==> src/rtl/ngl_pkg.sv <==
package ngl_pkg;
  typedef enum logic [1:0] {
    OP_START = 2'd0,
    OP_STOP  = 2'd1,
    OP_WRITE = 2'd2,
    OP_READ  = 2'd3
  } i2c_op_e;

  localparam int REC_BYTES = 7;
endpackage

==> src/rtl/ngl_seq.sv <==
module ngl_seq
  import ngl_pkg::*;
#(
  parameter logic [6:0] DEV_ADDR = 7'h50,
  parameter logic [7:0] MEM_OFS  = 8'h80,
  parameter int         IDX_W    = 3
) (
  input  logic             clk,
  input  logic             rst_n,
  input  logic             start,
  output logic             cmd_valid,
  input  logic             cmd_ready,
  output i2c_op_e          cmd_op,
  output logic [7:0]       cmd_wdata,
  output logic             cmd_last,
  input  logic             rsp_valid,
  output logic             rsp_ready,
  input  logic             rsp_ack,
  output logic             cap_en,
  output logic [IDX_W-1:0] cap_idx,
  input  logic             rec_ok,
  output logic             done,
  output logic             valid,
  output logic             err
);
  localparam int STOP_I = 5 + REC_BYTES;
  localparam int STEP_W = $clog2(STOP_I + 1);
  localparam logic [STEP_W-1:0] ST_ADDRW = STEP_W'(1);
  localparam logic [STEP_W-1:0] ST_OFS   = STEP_W'(2);
  localparam logic [STEP_W-1:0] ST_RSTRT = STEP_W'(3);
  localparam logic [STEP_W-1:0] ST_ADDRR = STEP_W'(4);
  localparam logic [STEP_W-1:0] ST_RD0   = STEP_W'(5);
  localparam logic [STEP_W-1:0] ST_RDN   = STEP_W'(STOP_I - 1);
  localparam logic [STEP_W-1:0] ST_STOP  = STEP_W'(STOP_I);

  typedef enum logic [1:0] {S_IDLE, S_ISSUE, S_WAIT} st_e;

  st_e               state;
  logic [STEP_W-1:0] step;
  logic              nack_seen;
  logic              is_write;
  logic              is_read;

  assign is_write = (step == ST_ADDRW) || (step == ST_OFS) || (step == ST_ADDRR);
  assign is_read  = (step >= ST_RD0) && (step <= ST_RDN);

  always_comb begin
    cmd_op    = OP_START;
    cmd_wdata = 8'h00;
    cmd_last  = 1'b0;
    if (step == ST_ADDRW) begin
      cmd_op    = OP_WRITE;
      cmd_wdata = {DEV_ADDR, 1'b0};
    end else if (step == ST_OFS) begin
      cmd_op    = OP_WRITE;
      cmd_wdata = MEM_OFS;
    end else if (step == ST_ADDRR) begin
      cmd_op    = OP_WRITE;
      cmd_wdata = {DEV_ADDR, 1'b1};
    end else if (is_read) begin
      cmd_op   = OP_READ;
      cmd_last = (step == ST_RDN);
    end else if (step == ST_STOP) begin
      cmd_op = OP_STOP;
    end
  end

  assign cmd_valid = (state == S_ISSUE);
  assign rsp_ready = (state == S_WAIT);
  assign cap_en    = (state == S_WAIT) && rsp_valid && is_read;
  assign cap_idx   = IDX_W'(step - ST_RD0);

  always_ff @(posedge clk or negedge rst_n) begin
    if (!rst_n) begin
      state     <= S_IDLE;
      step      <= '0;
      nack_seen <= 1'b0;
      done      <= 1'b0;
      valid     <= 1'b0;
      err       <= 1'b0;
    end else begin
      case (state)
        S_IDLE: if (start) begin
          done      <= 1'b0;
          valid     <= 1'b0;
          err       <= 1'b0;
          nack_seen <= 1'b0;
          step      <= '0;
          state     <= S_ISSUE;
        end
        S_ISSUE: if (cmd_ready) state <= S_WAIT;
        S_WAIT: if (rsp_valid) begin
          if (step == ST_STOP) begin
            state <= S_IDLE;
            done  <= 1'b1;
            err   <= nack_seen || !rec_ok;
            valid <= !nack_seen && rec_ok;
          end else if (is_write && !rsp_ack) begin
            nack_seen <= 1'b1;
            step      <= ST_STOP;
            state     <= S_ISSUE;
          end else begin
            step  <= step + STEP_W'(1);
            state <= S_ISSUE;
          end
        end
        default: state <= S_IDLE;
      endcase
    end
  end

  logic unused_rstrt;
  assign unused_rstrt = (step == ST_RSTRT);
endmodule

==> src/rtl/ngl_rec.sv <==
module ngl_rec
  import ngl_pkg::*;
#(
  parameter int IDX_W = 3
) (
  input  logic                          clk,
  input  logic                          rst_n,
  input  logic                          cap_en,
  input  logic [IDX_W-1:0]              cap_idx,
  input  logic [7:0]                    din,
  output logic [REC_BYTES-1:0][7:0]     rec
);
  for (genvar g = 0; g < REC_BYTES; g++) begin : g_byte
    always_ff @(posedge clk or negedge rst_n) begin
      if (!rst_n) rec[g] <= 8'h00;
      else if (cap_en && (cap_idx == IDX_W'(g))) rec[g] <= din;
    end
  end
endmodule

==> src/rtl/ngl_decode.sv <==
module ngl_decode
  import ngl_pkg::*;
#(
  parameter logic [31:0] SIGNATURE = 32'h10B3_57A6,
  parameter int          PAGE_W    = 32
) (
  input  logic [REC_BYTES-1:0][7:0] rec,
  input  logic                      en,
  output logic                      rec_ok,
  output logic [3:0]                col_bytes,
  output logic [3:0]                row_bytes,
  output logic [PAGE_W-1:0]         page_bytes,
  output logic [15:0]               blk_pages,
  output logic                      bus16,
  output logic [1:0]                ecc_mode
);
  logic       sig_ok;
  logic       pexp_ok;
  logic [1:0] ecc_raw;
  logic       unused_rsvd;

  assign sig_ok      = ({rec[0], rec[1], rec[2], rec[3]} == SIGNATURE);
  assign pexp_ok     = (int'(rec[5]) < PAGE_W);
  assign ecc_raw     = rec[6][6:5];
  assign rec_ok      = sig_ok && pexp_ok && (ecc_raw != 2'd3);
  assign unused_rsvd = rec[6][7];

  always_comb begin
    col_bytes  = '0;
    row_bytes  = '0;
    page_bytes = '0;
    blk_pages  = '0;
    bus16      = 1'b0;
    ecc_mode   = '0;
    if (en) begin
      col_bytes  = rec[4][7:4];
      row_bytes  = rec[4][3:0];
      page_bytes = PAGE_W'(1) << rec[5];
      blk_pages  = 16'(1) << rec[6][3:0];
      bus16      = rec[6][4];
      ecc_mode   = ecc_raw;
    end
  end
endmodule

==> src/rtl/nand_geom_loader.sv <==
module nand_geom_loader
  import ngl_pkg::*;
#(
  parameter logic [6:0]  DEV_ADDR  = 7'h50,
  parameter logic [7:0]  MEM_OFS   = 8'h80,
  parameter logic [31:0] SIGNATURE = 32'h10B3_57A6,
  parameter int          PAGE_W    = 32
) (
  input  logic              clk,
  input  logic              rst_n,
  input  logic              start,
  output logic              cmd_valid,
  input  logic              cmd_ready,
  output logic [1:0]        cmd_op,
  output logic [7:0]        cmd_wdata,
  output logic              cmd_last,
  input  logic              rsp_valid,
  output logic              rsp_ready,
  input  logic [7:0]        rsp_data,
  input  logic              rsp_ack,
  output logic              done,
  output logic              valid,
  output logic              err,
  output logic [3:0]        col_bytes,
  output logic [3:0]        row_bytes,
  output logic [PAGE_W-1:0] page_bytes,
  output logic [15:0]       blk_pages,
  output logic              bus16,
  output logic [1:0]        ecc_mode
);
  localparam int IDX_W = $clog2(REC_BYTES);

  i2c_op_e                   op;
  logic                      cap_en;
  logic [IDX_W-1:0]          cap_idx;
  logic                      rec_ok;
  logic [REC_BYTES-1:0][7:0] rec;

  assign cmd_op = op;

  ngl_seq #(.DEV_ADDR(DEV_ADDR), .MEM_OFS(MEM_OFS), .IDX_W(IDX_W)) u_seq (
    .clk(clk), .rst_n(rst_n), .start(start),
    .cmd_valid(cmd_valid), .cmd_ready(cmd_ready), .cmd_op(op),
    .cmd_wdata(cmd_wdata), .cmd_last(cmd_last),
    .rsp_valid(rsp_valid), .rsp_ready(rsp_ready), .rsp_ack(rsp_ack),
    .cap_en(cap_en), .cap_idx(cap_idx), .rec_ok(rec_ok),
    .done(done), .valid(valid), .err(err)
  );

  ngl_rec #(.IDX_W(IDX_W)) u_rec (
    .clk(clk), .rst_n(rst_n), .cap_en(cap_en), .cap_idx(cap_idx),
    .din(rsp_data), .rec(rec)
  );

  ngl_decode #(.SIGNATURE(SIGNATURE), .PAGE_W(PAGE_W)) u_dec (
    .rec(rec), .en(valid), .rec_ok(rec_ok),
    .col_bytes(col_bytes), .row_bytes(row_bytes), .page_bytes(page_bytes),
    .blk_pages(blk_pages), .bus16(bus16), .ecc_mode(ecc_mode)
  );
endmodule

==> config.mk <==
export PLATFORM = sky130hd
export DESIGN_NAME = nand_geom_loader
export DESIGN_NICKNAME = d
export VERILOG_FILES = /design/src/rtl/ngl_pkg.sv /design/src/rtl/ngl_seq.sv /design/src/rtl/ngl_rec.sv /design/src/rtl/ngl_decode.sv /design/src/rtl/nand_geom_loader.sv
export SDC_FILE = /design/constraint.sdc
export NUM_CORES = 1
export LEC_CHECK = 0
export ABC_AREA = 1
export CORE_ASPECT_RATIO = 0.75
export CORE_MARGIN = 5
export CORE_UTILIZATION = 45
export CTS_CLUSTER_DIAMETER = 30
export DETAILED_ROUTE_END_ITERATION = 6
export PLACE_DENSITY = 0.77
export SYNTH_ARGS = -nofsm -noshare
export SYNTH_HDL_FRONTEND = slang
export SYNTH_SLANG_ARGS = --single-unit
==> constraint.sdc <==
create_clock -name clk -period 2.75 [get_ports clk]
set_clock_uncertainty 0.2 [all_clocks]
set_input_delay 0.825 -clock clk [delete_from_list [all_inputs] [get_ports clk]]
set_output_delay 0.825 -clock clk [all_outputs]
set_load 0.02 [all_outputs]
==> flow_summary_export.csv <==
group,metric,value,unit
run_status,status,"finished, final reports clean",
clock_tree,cts_tree,"done",
global_route,grt_use_total,19.2,%
synthesis,synth-seq-cells,65,
route,wl_per_cell,13.3,um
place,dp_hpwl,6730,um
sta,setup_violations,0,
synthesis,synth_edf_count,0,
route,viasPerCell,4.82,
synthesis,synth_common_cells,"nand2_1 (130), nor2_1 (77), dfrtp_1 (65)",
route,num_vias,3309,
global_route,grt_pass1_vias,3094,
finish,layout.cells.non_filler,686,
job,cap_violations,0,
global_route,grt_max_degree,32,
global_route,overflow,0,
synthesis,synth_top_cell_area_share,45.3,%
synthesis,synthArstFlopShare,100,%
critical_path,worstPathArrival,1.71,ns
clock_tree,cts_hold_buf,0,
synthesis,ys_warn_count,0,
floorplanning,die_y,87.3,um
synthesis,post_synth.cell_area_avg,7.54,um^2
finish,layout-drive-gt1-share,17.2,%
synthesis,ys_types,28,
sta,min_period,2.73,ns
clock_tree,cts-root-buf,"clkbuf_8",
floorplanning,dieArea,9880,um^2
critical_path,crit_path_start_kind,"register",
route,dr.pass1.iters,4,
synthesis,syn_area,3590,um^2
critical_path,crit_type,"reg2out",
finish,final_area,4620,um^2
finish,multi_input_area,1620,um^2
place,dpl_cell_area,4560,um^2
floorplanning,initial_core_util,45.9,%
critical_path,worstPathMaxFanout,4,
synthesis,syn_inst,476,
synthesis,synth_top_cell_by_area,"dfrtp_1",
floorplanning,ios,89,
clock_tree,cts.clk_slew.worst_paths,0.07,ns
power_and_ir_drop,vdd_drop_max,0.000457,V
sta,period_share,99.5,%
clock_tree,clkLatencyLatePin,0.35,ns
power_and_ir_drop,p_leak,0.00234,uW
floorplanning,die_w,113,um
clock_tree,cts_buffers,9,
sta,setup_tns,0,ns
global_route,grt_pass1_wl,15100,um
route,drt_iter0_markers,273,
sta,timing_worst_slew_pin_value,0.629,ns
sta,hold_viol,0,
place,dp.cells,667,
finish,fillerInstances,733,
power_and_ir_drop,p_per_area,592,nW/um^2
clock_tree,cts.sinks,65,
finish,n_antenna_cell,0,
critical_path,end_kind,"output port",
sta,fin_ws,0.0151,ns
sta,holdWs,0.287,ns
floorplanning,rows,28,
sta,max_slew_margin,58.1,%
clock_tree,ctsLongestPathBuffers,2,
place,globalplace.congestion,0.900,
route,drtAntennaViolNets,0,
synthesis,synth_area_leaders,"dfrtp_1 (45%), nand2_1 (14%), nor2_1 (8.1%)",
finish,area_delta_synth_final,28.8,%
sta,fmaxAchievable,366,MHz
floorplanning,coreArea,7810,um^2
synthesis,ys_seq_area_share,45.3,%
clock_tree,cts_htree_levels,3,
synthesis,ys.flop_type,"dfrtp_1",
finish,seq_area,1630,um^2
finish,nets,597,
sta,drv_slew,0,
min_path,hp-class,"in2async",
critical_path,required,1.73,ns
route,wl,9130,um
place,dp_slack,-0.0648,ns
place,port-buffer-count,83,
sta,rsz0062_at_grt,"yes",
route,drc,0,
synthesis,synth.most_common_cell,"nand2_1",
global_route,antenna_found_initial,0,
## critical path, stage by stage, from the launching register on
cell and delay (ns):
dfrtp_1 0.43, inv_2 0.11, ha_2 0.19, nand2_1 0.07, nand2_2 0.08, o21ai_4 0.06, or2_2 0.27, buf_2 0.16
## path summary, 6_finish.rpt
check / from / end / slack (ns) / cells after the start
max: u_seq.step[0] / cmd_op[1] / 0.02 / 7
min: rst_n / u_rec.rec[42] / 0.29 / 1
max reg2reg: u_seq.step[0] / u_rec.rec[16] / 0.58 / 8
min reg2reg: u_rec.rec[14] / u_rec.rec[14] / 0.29 / 2
max in group asynchronous: rst_n / u_rec.rec[23] / 1.48 / 2
min in group clk: u_rec.rec[14] / u_rec.rec[14] / 0.29 / 2
## repair_timing
item                       CTS  global route
setup endpoints to repair   62            44
buffers inserted             3             0
resized for setup          122            55
## cell usage in the layout (no fill, tap or decap), types with 2 or more instances in the layout
cell	synthesis	layout
o21ai_2	2	2
nand3_4	4	4
dfrtp_1	65	64
inv_2	3	5
clkbuf_2	0	24
o21ai_1	53	54
nor3_1	9	8
nor2_1	77	74
buf_4	5	18
nand2_1	130	130
inv_1	61	59
ha_2	0	2
nand3b_1	2	2
clkdlybuf4s15_1	0	6
ha_1	7	5
nor2_2	1	3
bufinv_16	0	2
clkdlybuf4s50_1	0	20
dlygate4sd2_1	0	18
nand3b_4	3	3
clkbuf_8	0	10
and2_0	2	2
conb_1	1	5
nor2_4	1	2
buf_2	0	15
nand3_1	22	22
o21ai_0	9	8
clkinv_4	0	3
## metal layers
metal / up-vias / track usage (%) / share of wire, %
met4: 0 / 4.26 / 0.88
met5: - / 0 / 0
met3: 9 / 6.18 / 7.5
met2: 110 / 31.6 / 45
li1: 1677 / - / -
met1: 1513 / 24.8 / 46
## logic make-up (layout without fill, tap and decap cells)
kind of cell             count (synthesis)  in the layout  synth area share [%]
flip-flops                              65             65                  45.3
adder cells (fa/ha/maj)                  7              7                  2.44
buffers and inverters                   81            182                  10.5
AND/OR/NAND/NOR                        253            253                  31.2
AO/OA/AOI/OAI                           68             68                  10.2
other                                    1              5                 0.105
XOR/XNOR                                 1              1                 0.244
## metrics by stage
step	util, %	total power [uW]
finish	59.1	2740
global route	59.1	2890
CTS	61.1	2750
detailed placement	58.3	1830
global placement	58.3	1810
floorplan	-	1550
## flip-flops by register name, summed over array words and instances (netlist names)
register and cells:
u_seq.err 1, u_seq.nack_seen 1, u_rec.rec 55, u_seq.state 2, u_seq.done 1, u_seq.valid 1, u_seq.step 4
## final cells by class
cell class / instances / area share, %
flip-flops and latches: 65 / 35.2
multi-input cells: 334 / 35.1
repair buffers: 102 / 16.6
inverters: 64 / 5.20
clock buffers: 10 / 2.98
well taps: 105 / 2.84
clock inverters: 6 / 1.98
## power breakdown
part,total [uW],leakage [uW],internal [uW],switching (uW)
sequential,1140,0.000901,1060,78.6
clock,921,0.000116,538,383
combinational,678,0.00133,261,417
(Power assumes the default switching activity.)
